File: config.mk
export PLATFORM = sky130hd
export DESIGN_NAME = trace_seq_ctrl
export DESIGN_NICKNAME = d
export VERILOG_FILES = /design/src/rtl/trace_seq_pkg.sv /design/src/rtl/trace_cmd_pick.sv /design/src/rtl/trace_post_dly.sv /design/src/rtl/trace_seq_ctrl.sv
export SDC_FILE = /design/constraint.sdc
export NUM_CORES = 1
export LEC_CHECK = 0
export ABC_AREA = 1
export BUFFER_PORTS_ARGS = -buffer_cell sky130_fd_sc_hd__buf_2
export CAP_MARGIN = 20
export CORE_MARGIN = 1.5
export CORE_UTILIZATION = 61
export CTS_CLUSTER_DIAMETER = 80
export DETAILED_ROUTE_END_ITERATION = 7
export GPL_TIMING_DRIVEN = 0
export MAX_ROUTING_LAYER = met4
export PLACE_DENSITY = 0.87
export SKIP_LAST_GASP = 1
export SYNTH_ARGS = -nofsm -noshare
export SYNTH_HDL_FRONTEND = slang
export SYNTH_SLANG_ARGS = --single-unit
File: constraint.sdc
create_clock -name clk -period 4.3 [get_ports clk]
set_clock_uncertainty 0.05 [all_clocks]
set_input_delay 0.215 -clock clk [delete_from_list [all_inputs] [get_ports clk]]
set_output_delay 0.215 -clock clk [all_outputs]
set_load 0.02 [all_outputs]
File: src/rtl/trace_seq_pkg.sv
package trace_seq_pkg;

    typedef enum logic [1:0] {
        ST_IDLE  = 2'b00,
        ST_ARMED = 2'b01,
        ST_TRIGD = 2'b10,
        ST_STOP  = 2'b11
    } seq_state_e;

    typedef enum logic [2:0] {
        HC_NONE,
        HC_OFF,
        HC_TEST,
        HC_INIT,
        HC_ARM
    } host_cmd_e;

    typedef struct packed {
        seq_state_e st;
        logic       clr;
    } seq_regs_t;

endpackage

File: src/rtl/trace_cmd_pick.sv
module trace_cmd_pick
    import trace_seq_pkg::*;
(
    input  logic      cmd_arm,
    input  logic      cmd_off,
    input  logic      cmd_init,
    input  logic      cmd_test,
    input  logic      cmd_trig,
    input  logic      trig_hit,
    output host_cmd_e cmd_sel,
    output logic      trig_any
);
    // Fixed priority: off, test, init, arm.
    always_comb begin
        if (cmd_off)       cmd_sel = HC_OFF;
        else if (cmd_test) cmd_sel = HC_TEST;
        else if (cmd_init) cmd_sel = HC_INIT;
        else if (cmd_arm)  cmd_sel = HC_ARM;
        else               cmd_sel = HC_NONE;
    end

    assign trig_any = trig_hit | cmd_trig;
endmodule

File: src/rtl/trace_post_dly.sv
module trace_post_dly #(
    parameter int W = 16
) (
    input  logic         clk,
    input  logic         rst_n,
    input  logic         clr,
    input  logic         step,
    input  logic [W-1:0] limit,
    output logic         at_last
);
    localparam logic [W-1:0] ONE = W'(1);

    logic [W-1:0] cnt_d, cnt_q;

    always_comb begin
        cnt_d = cnt_q;
        if (clr)       cnt_d = '0;
        else if (step) cnt_d = cnt_q + ONE;
    end

    always_ff @(posedge clk or negedge rst_n) begin
        if (!rst_n) cnt_q <= '0;
        else        cnt_q <= cnt_d;
    end

    // True while the current record is the last one of the post-trigger window.
    assign at_last = (cnt_q == limit - ONE);
endmodule

File: src/rtl/trace_seq_ctrl.sv
module trace_seq_ctrl
    import trace_seq_pkg::*;
#(
    parameter int DLY_W = 16
) (
    input  logic             clk,
    input  logic             rst_n,
    input  logic             cmd_arm,
    input  logic             cmd_off,
    input  logic             cmd_init,
    input  logic             cmd_test,
    input  logic             cmd_trig,
    input  logic             trig_hit,
    input  logic             buf_full,
    input  logic             mode_fill,
    input  logic [DLY_W-1:0] post_dly,
    output logic             rec_en,
    output logic             rec_clear,
    output logic [1:0]       state_o,
    output logic             rd_ok
);
    seq_regs_t r_d, r_q;
    host_cmd_e cmd_sel;
    logic      trig_any;
    logic      dly_clr, dly_step, dly_last;
    logic      active, full_stop;

    trace_cmd_pick u_pick (
        .cmd_arm  (cmd_arm),
        .cmd_off  (cmd_off),
        .cmd_init (cmd_init),
        .cmd_test (cmd_test),
        .cmd_trig (cmd_trig),
        .trig_hit (trig_hit),
        .cmd_sel  (cmd_sel),
        .trig_any (trig_any)
    );

    trace_post_dly #(.W(DLY_W)) u_dly (
        .clk     (clk),
        .rst_n   (rst_n),
        .clr     (dly_clr),
        .step    (dly_step),
        .limit   (post_dly),
        .at_last (dly_last)
    );

    assign active    = (r_q.st == ST_ARMED) || (r_q.st == ST_TRIGD);
    assign full_stop = mode_fill && buf_full;

    always_comb begin
        r_d      = r_q;
        r_d.clr  = 1'b0;
        dly_clr  = 1'b0;
        dly_step = 1'b0;
        unique case (cmd_sel)
            HC_OFF: begin
                r_d.st  = ST_IDLE;
                dly_clr = 1'b1;
            end
            HC_TEST: begin
                r_d.st  = ST_ARMED;
                r_d.clr = 1'b1;
                dly_clr = 1'b1;
            end
            HC_INIT: begin
                r_d.st  = ST_IDLE;
                r_d.clr = 1'b1;
                dly_clr = 1'b1;
            end
            default: begin
                unique case (r_q.st)
                    ST_IDLE, ST_STOP: begin
                        if (cmd_sel == HC_ARM) begin
                            r_d.st  = ST_ARMED;
                            dly_clr = 1'b1;
                        end
                    end
                    ST_ARMED: begin
                        if (full_stop) begin
                            r_d.st = ST_STOP;
                        end else if (trig_any) begin
                            dly_clr = 1'b1;
                            r_d.st  = (post_dly == '0) ? ST_STOP : ST_TRIGD;
                        end
                    end
                    ST_TRIGD: begin
                        if (full_stop) begin
                            r_d.st = ST_STOP;
                        end else begin
                            dly_step = 1'b1;
                            if (dly_last) r_d.st = ST_STOP;
                        end
                    end
                    default: r_d.st = ST_IDLE;
                endcase
            end
        endcase
    end

    always_ff @(posedge clk or negedge rst_n) begin
        if (!rst_n) begin
            r_q.st  <= ST_IDLE;
            r_q.clr <= 1'b0;
        end else begin
            r_q <= r_d;
        end
    end

    assign rec_en    = active && !full_stop;
    assign rec_clear = r_q.clr;
    assign state_o   = r_q.st;
    assign rd_ok     = !active;
endmodule

==> qor.yml, run 1 <==
power:
  cellPowerDensity_mw_per_mm2: 199
  p_clk_share_pct: 22.5
  worst_case_vdd_ir_drop_uv: 302
  power.switching_fraction_pct: 34.4
  static-leakage-power_nw: 0.974
  share_seq_of_total_power_pct: 47.1
  combinational_share_of_power_pct: 30.4
  switchingPower_mw: 0.138
  cellInternalPower_mw: 0.263
  design_power_mw: 0.400
global_route:
  grt_pass1_vias: 1635
  grt_pass1_wl_um: 6640
  antenna_found_initial: 0
  grt_start_max_net_pins: 20
  grt_util_all_layers_pct: 26.4
  grt_remaining_overflow: 0
sta:
  number_of_hold_slack_violations_in_the_final_timing_report: 0
  fin_setup_tns_ns: 0
  fmaxAchievable_mhz: 518
  worst_pin_slew_ns: 0.525
  rsz0062_at_grt: "no"
  setup_violations: 0
  crit_share_post_route_pct: 44.9
  shortest_clock_period_the_worst_path_allows_after_layout_ns: 1.93
  timing_max_transition_violations_final: 0
  maxSlewHeadroom_pct: 64.8
route:
  detail_route.wirelength_um: 3820
  vias_per_cell: 5.20
  drt_pre_antenna_iters: 4
  detailroute.via_count: 1784
  dr.first_iter.drc_count: 118
  detail_routed_net_length_per_standard_cell_um: 11.1
  ant_nets: 0
  route.detailed.drc: 0
min_path:
  holdPathStages: 2
  hold_path.class: "in2reg"
  hold_path_startpoint: "cmd_off"
  holdPathEnd: "rec_clear"
clock_tree:
  worst_skew_pair.late_latency_ns: 0.30
  path_clk_slew_ns: 0.11
  cts.root.buffer_cell: "clkbuf_4"
  cts_post_setup_buffers_inserted: 0
  tritoncts_num_sinks: 19
  htree_num_levels: 1
  cts_made_buffers: 3
  cts_tree: "built"
  cts.hold.buffers_added: 1
  post_cts_resize_count: 0
  cts_max_path_bufs: 2
critical_path:
  critical_path.cell_chain: "inv_1, ha_1, inv_1, nor2_4, nand3_1, nor2_2, nand2_1, nor3_2, a21oi_1, a211oi_1"
  worst_ep_required_time_ns: 4.46
  crit-reg2reg-launch: "state_o[0]"
  start_kind: "register"
  r2r.worst_path.cells: 10
  crit_family: "simple AND/OR/NAND/NOR gates"
  worst_path_most_repeated_cell: "inv_1"
  critical_path.slowest_cell: "dfrtp_1"
  regToRegEndpoint: "u_dly.cnt_q[12]"
  sum_of_buffers_and_inverters_on_the_critical_path: 2
  critical_path_class: "reg2reg"
  timing.reg2reg.setup_slack_ns: 2.37
  crit_fanout: 6
  critPathMaxStageDelay_ns: 0.43
  end_kind: "register"
  worst_ep_arrival_time_ns: 2.09
synth:
  ys_ff_latch: 19
  netlist-cell-type-count: 30
  synth_seq_area_share_pct: 26.7
  synth_enable_flop_cells: 0
  synth_warnings: 0
  post_synth.cell_area_avg_sq_um: 6.43
  post_synthesis_net_count: 307
  synth_top_cells_by_area: "dfrtp_1 27%, nand2_1 15%, inv_1 8.4%"
  async_flop_share_pct: 100
  cell_area_after_synthesis_sq_mm: 0.00178
  synth-main-ff-cell: "dfrtp_1"
  area_share_of_the_largest_cell_type_after_synthesis_pct: 26.7
  synthCells: 277
  synth_largest_area_cell: "dfrtp_1"
final_layout:
  area.growth.synth_to_final_pct: 12.7
  num-nets-final: 343
  layoutNonFillerInstCount: 343
  antenna_cells_inserted: 0
  final_layout_size_suffix_gt1_share_pct: 23.1
  utilization_pct: 72.8
  mostFrequentLayoutCell: "nand2_1"
  filler_cell_count: 238
  mostFrequentLayoutCells: "72 x nand2_1, 40 x inv_1, 30 x buf_2"
run_status:
  run_status: "finished clean"
die:
  fp.dieH_um: 57.0
  ios: 31
  core_sq_mm: 0.00276
  die-width_um: 57.0
  cell_rows: 19
  effective_utilization_at_floorplan_pct: 64.6
  design.die.area_sq_mm: 0.00325
job:
  maxCapViolCount: 0
placed_design:
  gpl.final_weighted_congestion: 0.875
  place.port_buffers: 30
  placed_cells: 338
  place.detailed.hpwl_um: 3200
-- worst register-to-register path, cell delays in order (launching register included) --
cell and delay (ns):
dfrtp_1 0.43, inv_1 0.07, ha_1 0.13, inv_1 0.08, nor2_4 0.19, nand3_1 0.15, nor2_2 0.15, nand2_1 0.12
nor3_2 0.20, a21oi_1 0.09, a211oi_1 0.19
-- final cells by class --
| type | count | area [sq um] | share of cell area, % |
|---|---|---|---|
| sequential | 19 | 475 | 23.7 |
| timing repair buffer | 31 | 160 | 7.98 |
| tap | 31 | 38.8 | 1.93 |
| multi-input combinational | 213 | 1130 | 56.2 |
| clock buffer | 3 | 22.5 | 1.12 |
| inverter | 43 | 161 | 8.04 |
| buffer | 2 | 15.0 | 0.748 |
| clock inverter | 1 | 5.00 | 0.249 |
-- cell usage after synthesis, drive strengths merged, types with 2 or more instances --
| cell | count |
|---|---|
| inv | 43 |
| xnor2 | 3 |
| nand2 | 81 |
| a21oi | 9 |
| o21ai | 14 |
| nor3b | 2 |
| buf | 2 |
| nor3 | 9 |
| ha | 4 |
| nor2 | 44 |
| dfrtp | 19 |
| a31oi | 2 |
| nand3 | 26 |
| xor2 | 8 |
| nor4 | 2 |
| nand3b | 2 |
-- how the worst max path moves through the flow --
stage / endpoint / slack, ns / depth (start not counted) / startpoint
4_1_cts: u_dly.cnt_q[12] / 2.38 / 10 / state_o[0]
2_1_floorplan: u_dly.cnt_q[12] / 2.53 / 10 / state_o[0]
6_report: u_dly.cnt_q[12] / 2.37 / 10 / state_o[0]
5_1_grt: u_dly.cnt_q[12] / 2.14 / 10 / state_o[0]
3_5_place_dp: state_o[0] / 2.39 / 16 / post_dly[0]
3_3_place_gp: state_o[0] / 2.42 / 16 / post_dly[0]
-- flip-flops by register name (all words and copies together), names as in the netlist --
| register | cells |
|---|---|
| u_dly.cnt_q | 16 |
| rec_clear | 1 |
| state_o | 2 |
-- power by group through the flow --
stage	Clock [mW]	Sequential, mW	Combinational [mW]
detailed placement	0	0.192	0.121
global route	0.0980	0.190	0.137
CTS	0.0933	0.189	0.122
finish	0.0901	0.189	0.122
floorplan	0	0.195	0.0768
global placement	0	0.192	0.118
-- routing by layer --
metal | part of all wire [%] | vias to the layer above | track usage, % | wire length (um)
li1 | - | 954 | - | -
met1 | 49 | 786 | 34.2 | 1860
met2 | 46 | 33 | 42.0 | 1760
met3 | 2.3 | 11 | 2.49 | 88
met4 | 2.7 | 0 | 12.0 | 104
met5 | 0 | - | - | 0
-- through the flow --
step                      cell area (sq um)  hold WS, ns  setup slack, ns
after detailed placement               1970        0.116             2.39
after global routing                   2010       0.0330             2.14
final                                  2010       0.0383             2.37
after floorplan                        1780       -0.131             2.53
after CTS                              2010       0.0321             2.38
after global placement                 1970        0.116             2.42
-- cell families (layout without fill, tap and decap cells) --
group / count (synthesis) / in the layout / share of synthesized area (%)
simple gates: 168 / 168 / 45.7
buf+inv: 45 / 80 / 9.91
compound gates: 30 / 30 / 9.42
flops: 19 / 19 / 26.7
xor+xnor: 11 / 11 / 5.41
fa+ha+maj: 4 / 4 / 2.81
(Power assumes the default switching activity.)
==> run 2: changes to the inputs <==
--- a/config.mk
+++ b/config.mk
@@ -9,12 +9,12 @@
 export BUFFER_PORTS_ARGS = -buffer_cell sky130_fd_sc_hd__buf_2
 export CAP_MARGIN = 20
 export CORE_MARGIN = 1.5
-export CORE_UTILIZATION = 61
+export CORE_UTILIZATION = 51
 export CTS_CLUSTER_DIAMETER = 80
 export DETAILED_ROUTE_END_ITERATION = 7
 export GPL_TIMING_DRIVEN = 0
 export MAX_ROUTING_LAYER = met4
-export PLACE_DENSITY = 0.87
+export PLACE_DENSITY = 0.78
 export SKIP_LAST_GASP = 1
 export SYNTH_ARGS = -nofsm -noshare
 export SYNTH_HDL_FRONTEND = slang
==> constraint.sdc (replaced) <==
create_clock -name clk -period 1.65 [get_ports clk]
set_clock_uncertainty 0.05 [all_clocks]
set_input_delay 0.0825 -clock clk [delete_from_list [all_inputs] [get_ports clk]]
set_output_delay 0.0825 -clock clk [all_outputs]
set_load 0.02 [all_outputs]
==> run 2 against run 1 <==
Effect of this change: the flow now finishes with violations (negative setup slack); worst hold slack better by 0.020 ns; via count rose by 12%; die area grew 19%; sequential power increased to 2.6 times the previous value; critical endpoint unchanged; highest routed layer unchanged.
==> qor.yml, run 2 (synthesized netlist as in run 1, its figures left out) <==
run_status:
  run_status: "complete, but fails checks"
  violated_checks: "negative setup slack"
sta:
  fmaxAchievable_mhz: 560
  hold_slack_ns: 0.0588
  number_of_hold_slack_violations_in_the_final_timing_report: 0
  crit_share_post_route_pct: 108
  worst_pin_slew_ns: 0.712
  rsz0062_at_grt: "yes"
  maxSlewHeadroom_pct: 52.4
  fin_setup_tns_ns: -0.507
  finalWorstSetupSlack_ns: -0.135
  shortest_clock_period_the_worst_path_allows_after_layout_ns: 1.79
  timing_max_transition_violations_final: 0
  setup_violations: 11
clock_tree:
  cts.root.buffer_cell: "clkbuf_4"
  cts_made_buffers: 3
  path_clk_slew_ns: 0.11
  worst_skew_pair.late_latency_ns: 0.31
  cts_tree: "built"
  htree_num_levels: 1
  cts_max_path_bufs: 2
  tritoncts_num_sinks: 19
critical_path:
  end_kind: "register"
  sum_of_buffers_and_inverters_on_the_critical_path: 2
  critPathMaxStageDelay_ns: 0.43
  crit_family: "simple AND/OR/NAND/NOR gates"
  worst_path_most_repeated_cell: "nor2_4"
  critical_path.slowest_cell: "dfrtp_2"
  worst_ep_required_time_ns: 1.82
  crit_fanout: 4
  critical_path_class: "reg2reg"
  critical_path.cell_chain: "inv_2, ha_4, inv_4, nor2_4, nand3_4, nor2_4, nand2_4, nor3_4, a21oi_2, a211oi_2"
  worst_ep_arrival_time_ns: 1.96
  start_kind: "register"
placed_design:
  place.port_buffers: 30
  place.detailed.hpwl_um: 3310
  gpl.final_weighted_congestion: 0.858
final_layout:
  mostFrequentLayoutCell: "nand2_1"
  num-nets-final: 366
  mostFrequentLayoutCells: "66 x nand2_1, 32 x inv_1, 30 x buf_2"
  antenna_cells_inserted: 0
  area.growth.synth_to_final_pct: 37.4
  final_layout_size_suffix_gt1_share_pct: 40.3
  max_reg_flops: 16
  largest_register: "u_dly.cnt_q"
power:
  cellInternalPower_mw: 0.737
  worst_case_vdd_ir_drop_uv: 436
  cellPowerDensity_mw_per_mm2: 472
  combinational_share_of_power_pct: 35.8
  switchingPower_mw: 0.418
  share_seq_of_total_power_pct: 42.8
  p_clk_share_pct: 21.3
  static-leakage-power_nw: 1.18
  power.switching_fraction_pct: 36.2
global_route:
  grtUsageMet1_pct: 28.9
  grt_pass1_vias: 1628
  grt_util_all_layers_pct: 24.5
  gr-usage-met3_pct: 2.48
  grt_start_max_net_pins: 20
  grt_pass1_wl_um: 6830
  globalRoute.busiestLayer: "met2"
  grt_remaining_overflow: 0
  antenna_found_initial: 0
  met2_track_demand_over_resource_pct: 42.6
route:
  vias_per_cell: 5.23
  detailroute.via_count: 1992
  route.detailed.drc: 0
  ant_nets: 0
  detail_route.wirelength_um: 5170
  dr.first_iter.drc_count: 120
  drt_pre_antenna_iters: 4
  detail_routed_net_length_per_standard_cell_um: 13.6
die:
  core_sq_mm: 0.00334
  die-width_um: 62.1
  design.die.area_sq_mm: 0.00385
  ios: 31
  fp.dieH_um: 62.1
  effective_utilization_at_floorplan_pct: 53.4
  cell_rows: 21
min_path:
  hold_path.class: "in2reg"
job:
  maxCapViolCount: 0
## run 2: changes by cell type in the layout (fill, tap and decap cells not counted), moves of 5 or more
| cell | previous run | this run |
|---|---|---|
| buf_4 | 2 | 20 |
| inv_1 | 40 | 32 |
| inv_2 | 3 | 9 |
| nand2_1 | 72 | 66 |
| dfrtp_1 | 19 | 14 |
| dfrtp_2 | 0 | 5 |
## run 2: through the flow
stage          std cells  util (%)  cell area [sq um]  setup WS, ns  power (mW)
2_1_floorplan        277         -               1810       -0.0513       0.722
3_3_place_gp         353      60.4               2020        -0.166       0.823
3_5_place_dp         353      60.4               2020        -0.187       0.831
4_1_cts              373      66.5               2220        -0.113        1.09
5_1_grt              381      73.3               2450        -0.243        1.21
6_report             381      73.3               2450        -0.135        1.15
## run 2: layer usage
metal,vias to the layer above,routed length (um)
met2,66,2560
met1,915,2180
li1,992,-
met3,19,282
met4,0,153
met5,-,0
## run 2: cell type report
class | count | area [sq um]
Buffer | 2 | 26.3
Clock buffer | 3 | 22.5
Clock inverter | 1 | 5.00
Fill cell | 255 | 891
Inverter | 43 | 166
Multi-Input combinational cell | 213 | 1330
Sequential cell | 19 | 482
Tap cell | 46 | 57.6
Timing Repair Buffer | 54 | 357
## run 2: worst paths after layout
kind	start	to	slack, ns	cells after the start
hold reg to reg	u_dly.cnt_q[15]	u_dly.cnt_q[15]	0.52	2
setup reg to reg	state_o[0]	u_dly.cnt_q[12]	-0.14	10
max in group asynchronous	rst_n	u_dly.cnt_q[6]	1.04	2
hold / removal	cmd_test	state_o[0]	0.06	4
setup / recovery	state_o[0]	u_dly.cnt_q[12]	-0.14	10
min in group asynchronous	rst_n	u_dly.cnt_q[14]	0.18	2
## run 2: tightest hold or removal path: stages
cell	delay [ns]
buf_2	0.09
o21ba_2	0.13
nand2_1	0.04
nand2_1	0.05
## run 2: timing repair
action	4_1_cts	5_1_grt
pin swaps	14	17
cloned	0	1
hold endpoints to repair	20	0
endpoints found under the setup margin	8	18
gates resized for setup	14	39
hold buffers	2	0
setup buffers	14	7
## run 2: power groups by stage
stage / Combinational, mW / Clock [mW] / Sequential (mW)
floorplan: 0.211 / 0 / 0.511
global placement: 0.320 / 0 / 0.503
detailed placement: 0.327 / 0 / 0.504
CTS: 0.357 / 0.243 / 0.493
global route: 0.452 / 0.262 / 0.496
finish: 0.414 / 0.246 / 0.495
==> run 3: changes to the inputs <==
--- a/config.mk
+++ b/config.mk
@@ -8,14 +8,16 @@
 export ABC_AREA = 1
 export BUFFER_PORTS_ARGS = -buffer_cell sky130_fd_sc_hd__buf_2
 export CAP_MARGIN = 20
+export CORE_ASPECT_RATIO = 1.75
 export CORE_MARGIN = 1.5
 export CORE_UTILIZATION = 51
 export CTS_CLUSTER_DIAMETER = 80
 export DETAILED_ROUTE_END_ITERATION = 7
 export GPL_TIMING_DRIVEN = 0
 export MAX_ROUTING_LAYER = met4
-export PLACE_DENSITY = 0.78
+export PLACE_DENSITY = 0.77
 export SKIP_LAST_GASP = 1
 export SYNTH_ARGS = -nofsm -noshare
 export SYNTH_HDL_FRONTEND = slang
+export SYNTH_HIERARCHICAL = 1
 export SYNTH_SLANG_ARGS = --single-unit
==> run 3 against run 2 <==
Effect of this change: the run still ends with negative setup slack left; critical endpoint is now u_dly/cnt_q[14]; non-clock buffer count shrank 2; area after synthesis grew 3.8%; worst setup slack lost 0.33 ns; combinational power shrank 2%; highest routed layer unchanged; critical path type unchanged; die area grew 4.0%.
==> qor.yml, run 3 <==
synth:
  synth-main-ff-cell: "dfrtp_1"
  post_synthesis_net_count: 324
  synth_top_cells_by_area: "dfrtp_1 26%, nand2_1 15%, nor2_1 10%"
  cell_area_after_synthesis_sq_mm: 0.00185
  synthCells: 293
  area_share_of_the_largest_cell_type_after_synthesis_pct: 25.7
  netlist-cell-type-count: 32
  post_synth.cell_area_avg_sq_um: 6.31
  ys_ff_latch: 19
  synth_enable_flop_cells: 0
  async_flop_share_pct: 100
  synth_largest_area_cell: "dfrtp_1"
  synth_warnings: 6
  post-synth-top-count-cell: "nand2_1"
  synth_commonest_cells: "72 x nand2_1, 51 x nor2_1, 42 x inv_1"
  synth_seq_area_share_pct: 25.7
sta:
  maxSlewHeadroom_pct: 70.6
  hold_slack_ns: 0.0575
  rsz0062_at_grt: "yes"
  worst_pin_slew_ns: 0.440
  setup_violations: 16
  timing_max_transition_violations_final: 0
  fmaxAchievable_mhz: 473
  fin_setup_tns_ns: -5.53
  finalWorstSetupSlack_ns: -0.462
  shortest_clock_period_the_worst_path_allows_after_layout_ns: 2.11
  crit_share_post_route_pct: 128
  number_of_hold_slack_violations_in_the_final_timing_report: 0
placed_design:
  place.port_buffers: 30
  placed_cells: 368
  pre_cts_setup_slack_ns: -0.641
  placement.cell_area_sq_mm: 0.00209
  place.detailed.hpwl_um: 3400
  gpl.final_weighted_congestion: 0.828
job:
  maxCapViolCount: 0
final_layout:
  post_layout_inst_area_sq_mm: 0.00243
  largest_register: "u_dly/cnt_q"
  layoutNonFillerInstCount: 395
  utilization_pct: 70.8
  filler_cell_count: 302
  mostFrequentLayoutCell: "nand2_1"
  mostFrequentLayoutCells: "70 x nand2_1, 42 x nor2_1, 36 x inv_1"
  num-nets-final: 382
  area.growth.synth_to_final_pct: 31.6
  antenna_cells_inserted: 0
  final_layout_size_suffix_gt1_share_pct: 34.3
  max_reg_flops: 16
critical_path:
  critical_path.cell_chain: "inv_2, ha_4, inv_2, o21ai_2, inv_2, o21ai_4, nor2_4, nor2_4, nand2_4, nor3_4, nand3_2, nand2_2, nand2_1, o21a_1"
  sum_of_buffers_and_inverters_on_the_critical_path: 3
  worst_ep_arrival_time_ns: 2.21
  critPathMaxStageDelay_ns: 0.40
  end_kind: "register"
  worst_path_most_repeated_cell: "inv_2"
  crit_fanout: 3
  critical_path.slowest_cell: "dfrtp_2"
  critical_path_class: "reg2reg"
  start_kind: "register"
  worst_ep_required_time_ns: 1.75
  crit_family: "simple AND/OR/NAND/NOR gates"
run_status:
  run_status: "complete, but fails checks"
  violated_checks: "negative setup slack"
global_route:
  grt_pass1_wl_um: 7820
  grt_start_max_net_pins: 20
  grt_pass1_vias: 1957
  antenna_found_initial: 0
  grt_remaining_overflow: 0
  grt_util_all_layers_pct: 25.9
die:
  cell_rows: 28
  effective_utilization_at_floorplan_pct: 53.8
  ios: 31
  die-width_um: 48.5
  fp.dieH_um: 82.6
  design.die.area_sq_mm: 0.00401
  core_sq_mm: 0.00343
route:
  drt_pre_antenna_iters: 4
  dr.first_iter.drc_count: 40
  detailroute.via_count: 1998
  route.detailed.drc: 0
  detail_route.wirelength_um: 4920
  detail_routed_net_length_per_standard_cell_um: 12.4
  ant_nets: 0
  vias_per_cell: 5.06
min_path:
  hold_path.class: "in2reg"
clock_tree:
  cts.root.buffer_cell: "clkbuf_8"
  cts_made_buffers: 3
  worst_skew_pair.late_latency_ns: 0.26
  tritoncts_num_sinks: 19
  path_clk_slew_ns: 0.07
  htree_num_levels: 1
  cts_tree: "built"
  cts_max_path_bufs: 2
power:
  design_power_mw: 1.21
  static-leakage-power_nw: 1.28
  cellPowerDensity_mw_per_mm2: 497
  worst_case_vdd_ir_drop_uv: 595
-- run 3: cell types whose count changed in the layout (fill, tap and decap cells not counted), sizes merged, moves of 3 or more --
cell | previous run | this run
xor2 | 8 | 11
nand3 | 26 | 23
nor2 | 44 | 62
a21oi | 9 | 12
nand2 | 81 | 77
inv | 43 | 47
nor3 | 9 | 3
-- run 3: layer usage --
layer | vias to the layer above | share of wire [%] | GRT usage, %
met4 | 0 | 3.0 | 15.4
met2 | 44 | 58 | 52.2
li1 | 1023 | - | -
met3 | 13 | 2.3 | 2.16
met1 | 918 | 36 | 23.5
met5 | - | 0 | -
-- run 3: repair_timing --
action / 4_1_cts / 5_1_grt
hold endpoints to repair: 19 / 0
hold buffers: 1 / 0
gates cloned: 0 / 0
setup endpoints to repair: 17 / 17
pin swaps: 15 / 19
buffers inserted: 14 / 9
gates resized for setup: 13 / 28
-- run 3: path summary, 6_finish.rpt --
path                            startpoint         endpoint  slack (ns)  cells past startpoint
setup / recovery                state_o[0]  u_dly/cnt_q[14]       -0.46                     14
hold / removal                     cmd_off        rec_clear        0.06                      4
setup reg to reg                state_o[0]  u_dly/cnt_q[14]       -0.46                     14
hold reg to reg            u_dly/cnt_q[15]  u_dly/cnt_q[15]        0.46                      1
max in group asynchronous            rst_n  u_dly/cnt_q[10]        0.96                      2
min in group asynchronous            rst_n   u_dly/cnt_q[1]        0.25                      2
-- run 3: kinds of logic (layout without fill, tap and decap cells) --
family,Yosys count,after routing,share of synthesized area (%)
buffers and inverters,49,106,10.0
flip-flops,19,19,25.7
adder cells (fa/ha/maj),5,5,3.39
XOR/XNOR,16,16,7.58
AO/OA/AOI/OAI,30,30,9.21
AND/OR/NAND/NOR,174,174,44.1
-- run 3: cell type report --
class | count | area, sq um | share of cell area (%)
well taps | 45 | 56.3 | 2.31
plain buffers | 1 | 11.3 | 0.463
multi-input cells | 225 | 1320 | 54.1
repair buffers | 53 | 340 | 14.0
clock buffers | 4 | 45.0 | 1.85
flip-flops and latches | 19 | 482 | 19.8
inverters | 48 | 183 | 7.51
-- run 3: where the power goes --
group	switching, mW	internal [mW]	leakage, nW
combinational	0.235	0.170	1.00
sequential	0.00676	0.473	0.255
clock	0.152	0.172	0.0228
-- run 3: worst min-delay path, cell delays in order --
cell,delay (ns)
buf_2,0.10
nor2_1,0.05
inv_2,0.05
nor2_1,0.05
